===== src/rtl/tpre_pkg.sv =====
package tpre_pkg;

    localparam int REG_W  = 8;
    localparam int DIV_W  = 8;
    localparam int NPIN   = 2;
    localparam int CSEL_W = 3;

    typedef enum logic [1:0] {
        EDG_FALL = 2'b00,
        EDG_RISE = 2'b01,
        EDG_BAD  = 2'b10,
        EDG_BOTH = 2'b11
    } edge_sel_e;

    typedef enum logic [CSEL_W-1:0] {
        CK_D2   = 3'd0,
        CK_D4   = 3'd1,
        CK_D16  = 3'd2,
        CK_EXT  = 3'd3,
        CK_D32  = 3'd4,
        CK_D128 = 3'd5,
        CK_D256 = 3'd6,
        CK_BAD  = 3'd7
    } clk_sel_e;

    typedef struct packed {
        logic [1:0] sel1;
        logic [1:0] sel0;
        logic [1:0] cs_lo;
        logic       cs_hi;
        logic       err;
    } cfg_t;

    // Low-bit mask of the divider tap chosen by a clock-select code
    function automatic logic [DIV_W-1:0] tap_mask(input clk_sel_e c);
        logic [DIV_W-1:0] m;
        case (c)
            CK_D2:   m = DIV_W'(1);
            CK_D4:   m = DIV_W'(3);
            CK_D16:  m = DIV_W'(15);
            CK_D32:  m = DIV_W'(31);
            CK_D128: m = DIV_W'(127);
            CK_D256: m = DIV_W'(255);
            default: m = '0;
        endcase
        return m;
    endfunction

    function automatic logic cfg_bad(input cfg_t c);
        return (c.sel1 == EDG_BAD) || (c.sel0 == EDG_BAD) ||
               ({c.cs_hi, c.cs_lo} == CK_BAD);
    endfunction

    function automatic logic edge_hit(input logic prev, input logic cur,
                                      input logic [1:0] sel);
        logic h;
        case (sel)
            EDG_FALL: h = prev & ~cur;
            EDG_RISE: h = ~prev & cur;
            EDG_BOTH: h = prev ^ cur;
            default:  h = 1'b0;
        endcase
        return h;
    endfunction

endpackage


===== src/rtl/tpre_regs.sv =====
module tpre_regs
    import tpre_pkg::*;
#(
    parameter int W   = REG_W,
    parameter int NP  = NPIN,
    parameter int CSW = CSEL_W
) (
    input  logic              clk,
    input  logic              rst_n,
    input  logic              wr_i,
    input  logic              addr_i,
    input  logic [W-1:0]      wdata_i,
    input  logic              run_i,
    output logic [W-1:0]      rdata_o,
    output logic [NP-1:0][1:0] sel_o,
    output logic [CSW-1:0]    csel_o,
    output logic              err_o
);

    cfg_t r_d, r_q;
    cfg_t cand;
    logic unused_wbits;

    assign unused_wbits = ^wdata_i[3:2];

    always_comb begin
        r_d  = r_q;
        cand = r_q;
        if (wr_i) begin
            if (run_i) begin
                r_d.err = 1'b1;
            end else begin
                if (addr_i == 1'b0) begin
                    cand.sel1  = wdata_i[7:6];
                    cand.sel0  = wdata_i[5:4];
                    cand.cs_lo = wdata_i[1:0];
                end else begin
                    cand.cs_hi = wdata_i[0];
                end
                r_d = cand;
                if (cfg_bad(cand)) begin
                    r_d.err = 1'b1;
                end
            end
        end
    end

    always_ff @(posedge clk or negedge rst_n) begin
        if (!rst_n) begin
            r_q <= '0;
        end else begin
            r_q <= r_d;
        end
    end

    assign rdata_o  = (addr_i == 1'b0) ? {r_q.sel1, r_q.sel0, 2'b00, r_q.cs_lo}
                                       : {{(W-1){1'b0}}, r_q.cs_hi};
    assign sel_o[0] = r_q.sel0;
    assign sel_o[1] = r_q.sel1;
    assign csel_o   = {r_q.cs_hi, r_q.cs_lo};
    assign err_o    = r_q.err;


    wr_ignored_chk: assert property (@(posedge clk) disable iff (!rst_n)
        (wr_i && run_i) |=> ($stable({r_q.sel1, r_q.sel0, r_q.cs_lo, r_q.cs_hi}) && err_o));


    err_sticky_chk: assert property (@(posedge clk) disable iff (!rst_n)
        err_o |=> err_o);

endmodule


===== src/rtl/tpre_edge.sv =====
module tpre_edge
    import tpre_pkg::*;
(
    input  logic       clk,
    input  logic       rst_n,
    input  logic       pin_i,
    input  logic       run_i,
    input  logic [1:0] sel_i,
    output logic       det_o,
    output logic       evt_o
);

    typedef struct packed {
        logic s1;
        logic s2;
        logic prev;
        logic seen;
        logic evt;
    } edg_t;

    edg_t e_d, e_q;
    logic det;

    always_comb begin
        det        = run_i && edge_hit(e_q.prev, e_q.s2, sel_i);
        e_d.s1     = pin_i;
        e_d.s2     = e_q.s1;
        // the stored level is frozen at 0 until the first run, then tracks
        e_d.prev   = (run_i || e_q.seen) ? e_q.s2 : e_q.prev;
        e_d.seen   = e_q.seen | run_i;
        e_d.evt    = det;
    end

    always_ff @(posedge clk or negedge rst_n) begin
        if (!rst_n) begin
            e_q <= '0;
        end else begin
            e_q <= e_d;
        end
    end

    assign det_o = det;
    assign evt_o = e_q.evt;


    evt_needs_run_chk: assert property (@(posedge clk) disable iff (!rst_n)
        evt_o |-> $past(run_i));


    bad_sel_quiet_chk: assert property (@(posedge clk) disable iff (!rst_n)
        (sel_i == EDG_BAD) |=> !evt_o);

endmodule


===== src/rtl/tpre_div.sv =====
module tpre_div
    import tpre_pkg::*;
#(
    parameter int DW  = DIV_W,
    parameter int CSW = CSEL_W
) (
    input  logic           clk,
    input  logic           rst_n,
    input  logic           run_i,
    input  logic [CSW-1:0] csel_i,
    input  logic           ext_det_i,
    output logic           cnt_en_o
);

    typedef struct packed {
        logic [DW-1:0] cnt;
        logic          run;
        logic          en;
    } div_t;

    div_t d_d, d_q;
    clk_sel_e      sel;
    logic [DW-1:0] mask;

    assign sel  = clk_sel_e'(csel_i);
    assign mask = tap_mask(sel);

    always_comb begin
        d_d.run = run_i;
        if (run_i && !d_q.run) begin
            d_d.cnt = '0;
        end else begin
            d_d.cnt = d_q.cnt + 1'b1;
        end
        case (sel)
            CK_EXT:  d_d.en = ext_det_i;
            CK_BAD:  d_d.en = 1'b0;
            default: d_d.en = run_i && d_q.run && ((d_q.cnt & mask) == mask);
        endcase
    end

    always_ff @(posedge clk or negedge rst_n) begin
        if (!rst_n) begin
            d_q <= '0;
        end else begin
            d_q <= d_d;
        end
    end

    assign cnt_en_o = d_q.en;


    bad_code_quiet_chk: assert property (@(posedge clk) disable iff (!rst_n)
        (sel == CK_BAD) |=> !cnt_en_o);


    single_pulse_chk: assert property (@(posedge clk) disable iff (!rst_n)
        ((sel != CK_EXT) && cnt_en_o) |=> !cnt_en_o);


    stopped_quiet_chk: assert property (@(posedge clk) disable iff (!rst_n)
        !run_i |=> !cnt_en_o);

endmodule


===== src/rtl/tmr_prescaler.sv =====
module tmr_prescaler
    import tpre_pkg::*;
(
    input  logic            clk,
    input  logic            rst_n,
    input  logic            reg_wr_i,
    input  logic            reg_addr_i,
    input  logic [REG_W-1:0] reg_wdata_i,
    output logic [REG_W-1:0] reg_rdata_o,
    input  logic            run_i,
    input  logic [NPIN-1:0] pin_i,
    output logic [NPIN-1:0] edge_evt_o,
    output logic            cnt_en_o,
    output logic            err_o
);

    logic [NPIN-1:0][1:0]  sel;
    logic [CSEL_W-1:0]     csel;
    logic [NPIN-1:0]       det;

    tpre_regs #(.W(REG_W), .NP(NPIN), .CSW(CSEL_W)) u_regs (
        .clk     (clk),
        .rst_n   (rst_n),
        .wr_i    (reg_wr_i),
        .addr_i  (reg_addr_i),
        .wdata_i (reg_wdata_i),
        .run_i   (run_i),
        .rdata_o (reg_rdata_o),
        .sel_o   (sel),
        .csel_o  (csel),
        .err_o   (err_o)
    );

    for (genvar p = 0; p < NPIN; p++) begin : g_pin
        tpre_edge u_edge (
            .clk   (clk),
            .rst_n (rst_n),
            .pin_i (pin_i[p]),
            .run_i (run_i),
            .sel_i (sel[p]),
            .det_o (det[p]),
            .evt_o (edge_evt_o[p])
        );
    end

    logic unused_det;
    assign unused_det = ^det[NPIN-1:1];

    tpre_div #(.DW(DIV_W), .CSW(CSEL_W)) u_div (
        .clk       (clk),
        .rst_n     (rst_n),
        .run_i     (run_i),
        .csel_i    (csel),
        .ext_det_i (det[0]),
        .cnt_en_o  (cnt_en_o)
    );

endmodule


===== config.mk =====
export PLATFORM = sky130hd
export DESIGN_NAME = tmr_prescaler
export DESIGN_NICKNAME = d
export VERILOG_FILES = /design/src/rtl/tpre_pkg.sv /design/src/rtl/tpre_regs.sv /design/src/rtl/tpre_edge.sv /design/src/rtl/tpre_div.sv /design/src/rtl/tmr_prescaler.sv
export SDC_FILE = /design/constraint.sdc
export NUM_CORES = 1
export LEC_CHECK = 0
export ABC_AREA = 1
export ABC_CLOCK_PERIOD_IN_PS = 3540
export CAP_MARGIN = 10
export CORE_MARGIN = 3
export CORE_UTILIZATION = 55
export CTS_CLUSTER_DIAMETER = 80
export DETAILED_ROUTE_END_ITERATION = 7
export PLACE_DENSITY = 0.8
export SLEW_MARGIN = 0
export SYNTH_ARGS = -nofsm -noshare
export SYNTH_HDL_FRONTEND = slang
export SYNTH_HIERARCHICAL = 1
export SYNTH_SLANG_ARGS = --single-unit

===== constraint.sdc =====
create_clock -name clk -period 3.54 [get_ports clk]
set_input_delay 0.708 -clock clk [delete_from_list [all_inputs] [get_ports clk]]
set_output_delay 0.708 -clock clk [all_outputs]
set_load 0.01 [all_outputs]

Word-level counts from Yosys, hierarchy flattened
Cells that the tools add are included.
{"block": "totals", "ff_bits": 28, "input_bits": 15, "output_inout_bits": 12, "wordCells": 78}
{"block": "op_classes", "add_sub_neg": 1, "eq_ne": 15, "muxes": 14, "n_bitwise": 14, "n_reduce_logical": 16}
{"operator": "$pmux W8 S6", "n": 1}
{"operator": "$mux W6", "n": 3}
{"operator": "$mux W8", "n": 2}
{"operator": "$eq A3 B3 Y1 const B", "n": 5}
{"operator": "$add A8 B1 Y8 const B", "n": 1}
{"operator": "$and A8 B8 Y8", "n": 1}
{"operator": "$eq A2 B2 Y1 const B", "n": 4}
{"operator": "$eq A8 B8 Y1", "n": 1}
{"operator": "$eq A3 B2 Y1 const B", "n": 2}
{"operator": "$pmux W1 S3", "n": 2}
{"operator": "$logic_and A1 B1 Y1", "n": 5}
{"operator": "$mux W1", "n": 5}
{"operator": "$not A1 Y1", "n": 5}
{"operator": "$and A1 B1 Y1", "n": 4}
{"operator": "$eq A2 B1 Y1 const B", "n": 2}
{"operator": "$logic_not A2 Y1", "n": 2}
{"operator": "$logic_or A1 B1 Y1", "n": 4}
{"operator": "$reduce_and A2 Y1", "n": 2}
{"operator": "$eq A3 B1 Y1 const B", "n": 1}
{"operator": "$logic_not A3 Y1", "n": 1}
{"operator": "$or A1 B1 Y1", "n": 2}
{"operator": "$pmux W1 S2", "n": 1}
{"operator": "$reduce_bool A2 Y1", "n": 1}
{"operator": "$xor A1 B1 Y1", "n": 2}
{"operator": "$logic_not A1 Y1", "n": 1}

Logic depth before layout (Yosys ltp)
Gate-level depths: netlist of the first run.
{"block": "logic_depth", "ltp_word": 8, "depth_mapped": 9, "mapped_depth_nobuf": 9}

Cells and area by module
The synthesis of the first run kept the hierarchy.
{"module": "tpre_div", "n_inst": 1, "cells_per_inst": 66, "area_per_inst_um2": 514.2, "seq_area_each_um2": 250.2}
{"module": "tpre_regs", "n_inst": 1, "cells_per_inst": 70, "area_per_inst_um2": 485.5, "seq_area_each_um2": 200.2}
{"module": "tpre_edge", "n_inst": 2, "cells_per_inst": 25, "area_per_inst_um2": 219.0, "seq_area_each_um2": 125.1}

Worst setup path before layout of the first run
OpenSTA, ideal clock, no wires.
{"block": "synth_path", "path_type": "input to output", "from": "in reg_addr_i", "to": "out reg_rdata_o[0]", "arrival_time_ns": 1.115, "t_required_ns": 2.832, "path_slack_ns": 1.717, "stages": 2, "path_buffers": 1, "path_cell_list": "buf_6 -> o21ai_0"}
{"block": "synth_via", "elab_chain_cells": 1}
{"element": "from (decl)", "line_no": "tmr_prescaler.sv:7", "rtl": "input logic reg_addr_i,"}
{"element": "$mux W8", "line_no": "tpre_regs.sv:56", "rtl": "assign rdata_o = (addr_i == 1'b0) ? {r_q.sel1, r_q.sel0, 2'b00, r_q.cs_lo}"}
{"element": "to (decl)", "line_no": "tmr_prescaler.sv:9", "rtl": "output logic [REG_W-1:0] reg_rdata_o,"}
Every way passes these cells.

Final worst setup path of the first run
Same ends and word-level chain as after synthesis.

==> flow_summary.yaml, run 1 <==
run_status:
  status: "finished clean"
finish:
  seq_area_um2: 701
  multiInputGateArea_um2: 563
  layout-drive-gt1-share_pct: 7.14
  diodes: 0
  fillers: 190
  area_delta_synth_final_pct: 18.9
  stdcell_count: 238
  final_nets: 231
logic_synthesis:
  yosysSeqAreaShare_pct: 48.7
  synth_most_common_cell: "nand2_1"
  synth-xor-area-share_pct: 0.609
  synth-main-ff-cell: "dfrtp_1"
  muxShareOfSynthArea_pct: 0
  synth_area_per_cell_um2: 7.73
  synth_top_area_share_pct: 48.7
  netlist_top_cells_count: "nand2_1, inv_1, dfrtp_1"
  synth-seq-cells: 28
  yosys.area_share.simple_pct: 24.8
  synth-compound-area-share_pct: 8.88
  synth_top_family_by_area: "simple AND/OR/NAND/NOR gates"
  synth_cells: 186
  ys_async_sr_fraction_pct: 100
  synth_area_mm2: 0.00144
  synthAdderAreaFrac_pct: 4.35
  synth_top_cell_by_area: "dfrtp_1"
  ys_types: 22
  synth_area_leaders: "dfrtp_1, nand2_1, inv_1"
  ys.warnings.count: 6
  synth_edf_count: 0
sta:
  min_period_over_period_pct: 81.9
  timing.fmax_ghz: 0.345
  fin_crit_ps: 2900
  worst_pin_slew_ps: 535
  max_slew_margin_pct: 64.2
  drv_slew: 0
  tns_ps: 0
  rsz0062_at_grt: "false"
  setup_viol: 0
  finalHoldViolCount: 0
  worst_slack_ps: 642
  fin_skew_ps: 4.15
route:
  vias: 1193
  drc_errors: 0
  drt_iter0_drc: 48
  via_per_inst: 5.01
  postRouteAntennaNets: 0
  finalWirelength_um: 2580
  wl_per_cell_um: 10.8
  firstDrtPassIters: 4
clock_tree:
  cts_tree: "built"
  htree_levels: 1
  cts-root-buf: "clkbuf_4"
  clkSlewWorstSetupHoldPaths_ps: 140
  cts-hold-fix-buffers: 0
  postCtsSetupRepairBufs: 0
  clkLatencyLatePin_ps: 320
  post_cts_resize_count: 0
  cts_sinks: 28
  cts-buffers-inserted: 3
  clockBufferDepth: 2
floorplanning:
  dieArea_mm2: 0.00326
  rows: 17
  die_w_um: 57.1
  initial_core_util_pct: 61.4
  design.core.area_mm2: 0.00234
  pin_count: 27
  die_h_um: 57.1
job:
  cap_violations: 0
worst_setup_path:
  worst_ep_arrival_time_ps: 2190
  path_cells: "clkdlybuf4s50_1 -> nand2_1 -> o21ai_0 -> clkdlybuf4s50_1"
  slowest_stage: "clkdlybuf4s50_1"
  setup.worst_path.end_class: "primary output"
  crit_type: "in2out"
  worst_path_largest_cell_delay_ps: 750
  crit_family: "buffers and inverters"
  cp_common_cell: "clkdlybuf4s50_1"
  crit_buf_inv: 2
  worst-path-max-fanout: 15
  crit_required_ps: 2830
  worst_setup_path_start_kind: "input port"
placement:
  dp_cells: 234
  post-place-ws_ps: 649
  portBuffers: 22
  dp.final_hpwl_um: 1980
  place.gp.congestion: 0.840
min_path:
  hp-class: "reg2reg"
global_route:
  track_usage_pct: 17.4
  grt_pass1_vias: 1143
  overflow: 0
  antenna_found_initial: 0
  grt_pass1_wl_um: 4550
  grt_max_degree: 29
pwr:
  total_leakage_power_nw: 0.893
  ir_worst_vdd_mv: 0.399
  power_density_mw_per_mm2: 415
state kept, by name, indices dropped and copies added, names as in the netlist:
name,flops
u_div/d_q,9
g_pin.u_edge/evt_o,2
g_pin.u_edge/e_d,2
u_regs/csel_o,3
g_pin.u_edge/e_q,6
u_regs/err_o,1
u_regs/sel_o,4
u_div/cnt_en_o,1
path summary, 6_finish.rpt:
check                                       start                     end  slack [ps]  depth (start not counted)
setup / recovery                       reg_addr_i          reg_rdata_o[0]         640                          4
hold / removal             g_pin[0].u_edge/e_d[3]  g_pin[0].u_edge/e_q[3]         370                          0
setup reg to reg           g_pin[0].u_edge/e_q[2]          u_div/cnt_en_o        2250                          9
hold reg to reg            g_pin[0].u_edge/e_d[3]  g_pin[0].u_edge/e_q[3]         370                          0
max in group asynchronous                   rst_n            u_div/d_q[8]        2550                          2
min in group asynchronous                   rst_n   g_pin[1].u_edge/evt_o         730                          2
layout make-up:
class / instances / area share [%]
Sequential cell: 28 / 41.0
Multi-Input combinational cell: 116 / 32.9
Timing Repair Buffer: 23 / 13.3
Inverter: 39 / 8.57
Clock buffer: 4 / 2.12
Tap cell: 28 / 2.05
placed cells by master, fill, tap and decap left out, drive strengths merged:
| cell | count |
|---|---|
| nand4 | 2 |
| ha | 5 |
| buf | 1 |
| nand3 | 5 |
| xnor2 | 1 |
| conb | 2 |
| clkbuf | 4 |
| nor2 | 25 |
| a21oi | 4 |
| inv | 39 |
| a31oi | 1 |
| nor3b | 1 |
| nand2 | 51 |
| dfrtp | 28 |
| o21ai | 18 |
| nor3 | 1 |
| clkdlybuf4s50 | 22 |
cells by family after synthesis:
logic type | Yosys count
buffers and inverters | 43
XOR/XNOR | 1
AND/OR/NAND/NOR | 85
AO/OA/AOI/OAI | 23
adder cells (fa/ha/maj) | 5
other | 1
flip-flops | 28
report_power, final:
group          switching [mW]  internal [mW]
sequential             0.0365          0.355
clock                  0.0912         0.0630
combinational          0.0893         0.0734
total                   0.217          0.492
metrics by stage:
stage               power (mW)  util (%)  area [um2]  hold WS, ps
floorplan                0.493         -        1440          331
global placement         0.552      71.5        1670          336
detailed placement       0.561      71.5        1670          339
CTS                      0.716      73.0        1710          376
global route             0.758      73.0        1710          389
finish                   0.709      73.0        1710          371
routing by layer:
metal	vias up	track usage, %	share of wire [%]
li1	608	-	-
met1	538	21.4	46
met2	45	29.5	47
met3	2	5.66	6.3
met4	0	4.64	0.47
met5	-	0	0
(Power assumes the default switching activity.)
==> run 2, diff against run 1 <==
--- a/config.mk
+++ b/config.mk
@@ -6,13 +6,13 @@
 export NUM_CORES = 1
 export LEC_CHECK = 0
 export ABC_AREA = 1
-export ABC_CLOCK_PERIOD_IN_PS = 3540
+export ABC_CLOCK_PERIOD_IN_PS = 3000
 export CAP_MARGIN = 10
 export CORE_MARGIN = 3
-export CORE_UTILIZATION = 55
+export CORE_UTILIZATION = 51
 export CTS_CLUSTER_DIAMETER = 80
 export DETAILED_ROUTE_END_ITERATION = 7
-export PLACE_DENSITY = 0.8
+export PLACE_DENSITY = 0.74
 export SLEW_MARGIN = 0
 export SYNTH_ARGS = -nofsm -noshare
 export SYNTH_HDL_FRONTEND = slang
==> constraint.sdc (replaced) <==
create_clock -name clk -period 3 [get_ports clk]
set_input_delay 0.6 -clock clk [delete_from_list [all_inputs] [get_ports clk]]
set_output_delay 0.6 -clock clk [all_outputs]
set_load 0.01 [all_outputs]
==> run 2 against run 1 <==
Non-clock buffer count increased by 1. Utilization shrank 6.1 points. Sequential share of layout area is 0.24 points lower. Worst hold slack about the same. Clock power increased by 19%. Sequential power increased by 18%. Critical endpoint is now reg_rdata_o[4]. Largest cell class unchanged.
==> flow_summary.yaml, run 2 (same netlist as run 1, synthesis figures left out) <==
floorplanning:
  dieArea_mm2: 0.00349
  die_w_um: 59.1
  initial_core_util_pct: 56.0
  pin_count: 27
  rows: 18
  design.core.area_mm2: 0.00257
  die_h_um: 59.1
clock_tree:
  htree_levels: 1
  cts-buffers-inserted: 3
  cts-hold-fix-buffers: 0
  cts_tree: "built"
  clockBufferDepth: 2
  cts-root-buf: "clkbuf_4"
  clkLatencyLatePin_ps: 330
  clkSlewWorstSetupHoldPaths_ps: 140
  postCtsSetupRepairBufs: 0
  cts_sinks: 28
  post_cts_resize_count: 0
global_route:
  overflow: 0
  track_usage_pct: 17.4
  grt_max_degree: 29
  grt_pass1_wl_um: 4660
  grt_pass1_vias: 1166
  antenna_found_initial: 0
placement:
  dp.final_hpwl_um: 2120
  dp_cells: 237
  place.gp.congestion: 0.748
  portBuffers: 22
pwr:
  total_leakage_power_nw: 0.898
  power_density_mw_per_mm2: 489
  ir_worst_vdd_mv: 0.325
worst_setup_path:
  cp_common_cell: "clkdlybuf4s50_1"
  crit_type: "in2out"
  worst_setup_path_start_kind: "input port"
  worst_ep_arrival_time_ps: 1990
  path_cells: "clkdlybuf4s50_1 -> buf_4 -> nor2_1 -> clkdlybuf4s50_1"
  slowest_stage: "clkdlybuf4s50_1"
  crit_buf_inv: 3
  crit_family: "buffers and inverters"
  setup.worst_path.end_class: "primary output"
  worst-path-max-fanout: 10
  worst_path_largest_cell_delay_ps: 560
  crit_required_ps: 2400
min_path:
  hp-class: "reg2reg"
finish:
  final_cell_mix: "nand2_1, inv_1, dfrtp_1, nor2_1, clkdlybuf4s50_1"
  final_nets: 232
  fillers: 233
  stdcell_count: 241
  top_register: "u_div/d_q"
  seq_area_um2: 701
  layout-drive-gt1-share_pct: 7.58
  layout.cells.most_common: "nand2_1"
  final_util_pct: 67.0
  area_delta_synth_final_pct: 19.6
  largest_reg_flops: 9
  diodes: 0
  multiInputGateArea_um2: 563
sta:
  min_period_over_period_pct: 86.3
  max_slew_margin_pct: 59.2
  hold_slack_ps: 372
  drv_slew: 0
  fin_crit_ps: 2590
  finalHoldViolCount: 0
  rsz0062_at_grt: "false"
  timing.fmax_ghz: 0.386
  worst_pin_slew_ps: 610
  tns_ps: 0
  setup_viol: 0
  fin_skew_ps: 4.95
route:
  via_per_inst: 4.89
  vias: 1179
  finalWirelength_um: 2770
  firstDrtPassIters: 4
  wl_per_cell_um: 11.5
  drc_errors: 0
  postRouteAntennaNets: 0
  drt_iter0_drc: 48
job:
  cap_violations: 0
run_status:
  status: "finished clean"
-- run 2: cell types whose count changed in the layout (fill, tap and decap cells not counted), sizes merged --
cell	change
buf	+1
-- run 2: final cells by class --
class / instances / share of cell area (%)
clock buffer: 4 / 2.11
timing repair buffer: 24 / 13.7
inverter: 39 / 8.52
multi-input combinational: 116 / 32.8
tap: 30 / 2.18
sequential: 28 / 40.8
-- run 2: final timing paths --
path                                        startpoint                      to  slack, ps  cells after the start
worst max register to register  g_pin[0].u_edge/e_q[2]          u_div/cnt_en_o       1700                      9
max in group asynchronous                        rst_n            u_div/d_q[1]       2110                      2
min in group asynchronous                        rst_n            u_div/d_q[9]        630                      2
worst min-delay path            g_pin[1].u_edge/e_d[3]  g_pin[1].u_edge/e_q[3]        370                      0
worst min register to register  g_pin[1].u_edge/e_d[3]  g_pin[1].u_edge/e_q[3]        370                      0
worst max-delay path                        reg_addr_i          reg_rdata_o[4]        410                      4
-- run 2: layer usage --
metal  wire (um)  track usage, %  share of wire (%)  vias up
met3          98            3.27                3.5        4
li1            -               -                  -      606
met5           0               0                  0        -
met4          26            6.15               0.94        0
met2        1430            31.2                 52       20
met1        1210            20.5                 44      549
-- run 2: power breakdown --
part	switching, mW	total [mW]	internal (mW)	leakage, nW
Combinational	0.108	0.196	0.0876	0.536
Sequential	0.0415	0.461	0.419	0.342
Clock	0.109	0.184	0.0743	0.0210
Total	0.259	0.840	0.581	0.898
-- run 2: through the flow --
| step | instance area, um2 | power [mW] | setup WS (ps) |
|---|---|---|---|
| floorplan | 1440 | 0.581 | 1390 |
| global placement | 1680 | 0.653 | 463 |
| detailed placement | 1680 | 0.663 | 427 |
| CTS | 1720 | 0.848 | 425 |
| global route | 1720 | 0.894 | 348 |
| finish | 1720 | 0.840 | 411 |
==> run 3, diff against run 2 <==
--- a/config.mk
+++ b/config.mk
@@ -6,7 +6,6 @@
 export NUM_CORES = 1
 export LEC_CHECK = 0
 export ABC_AREA = 1
-export ABC_CLOCK_PERIOD_IN_PS = 3000
 export CAP_MARGIN = 10
 export CORE_MARGIN = 3
 export CORE_UTILIZATION = 51
==> results of run 3 <==
The final DEF is identical to that of run 2; final timing and power are the same.
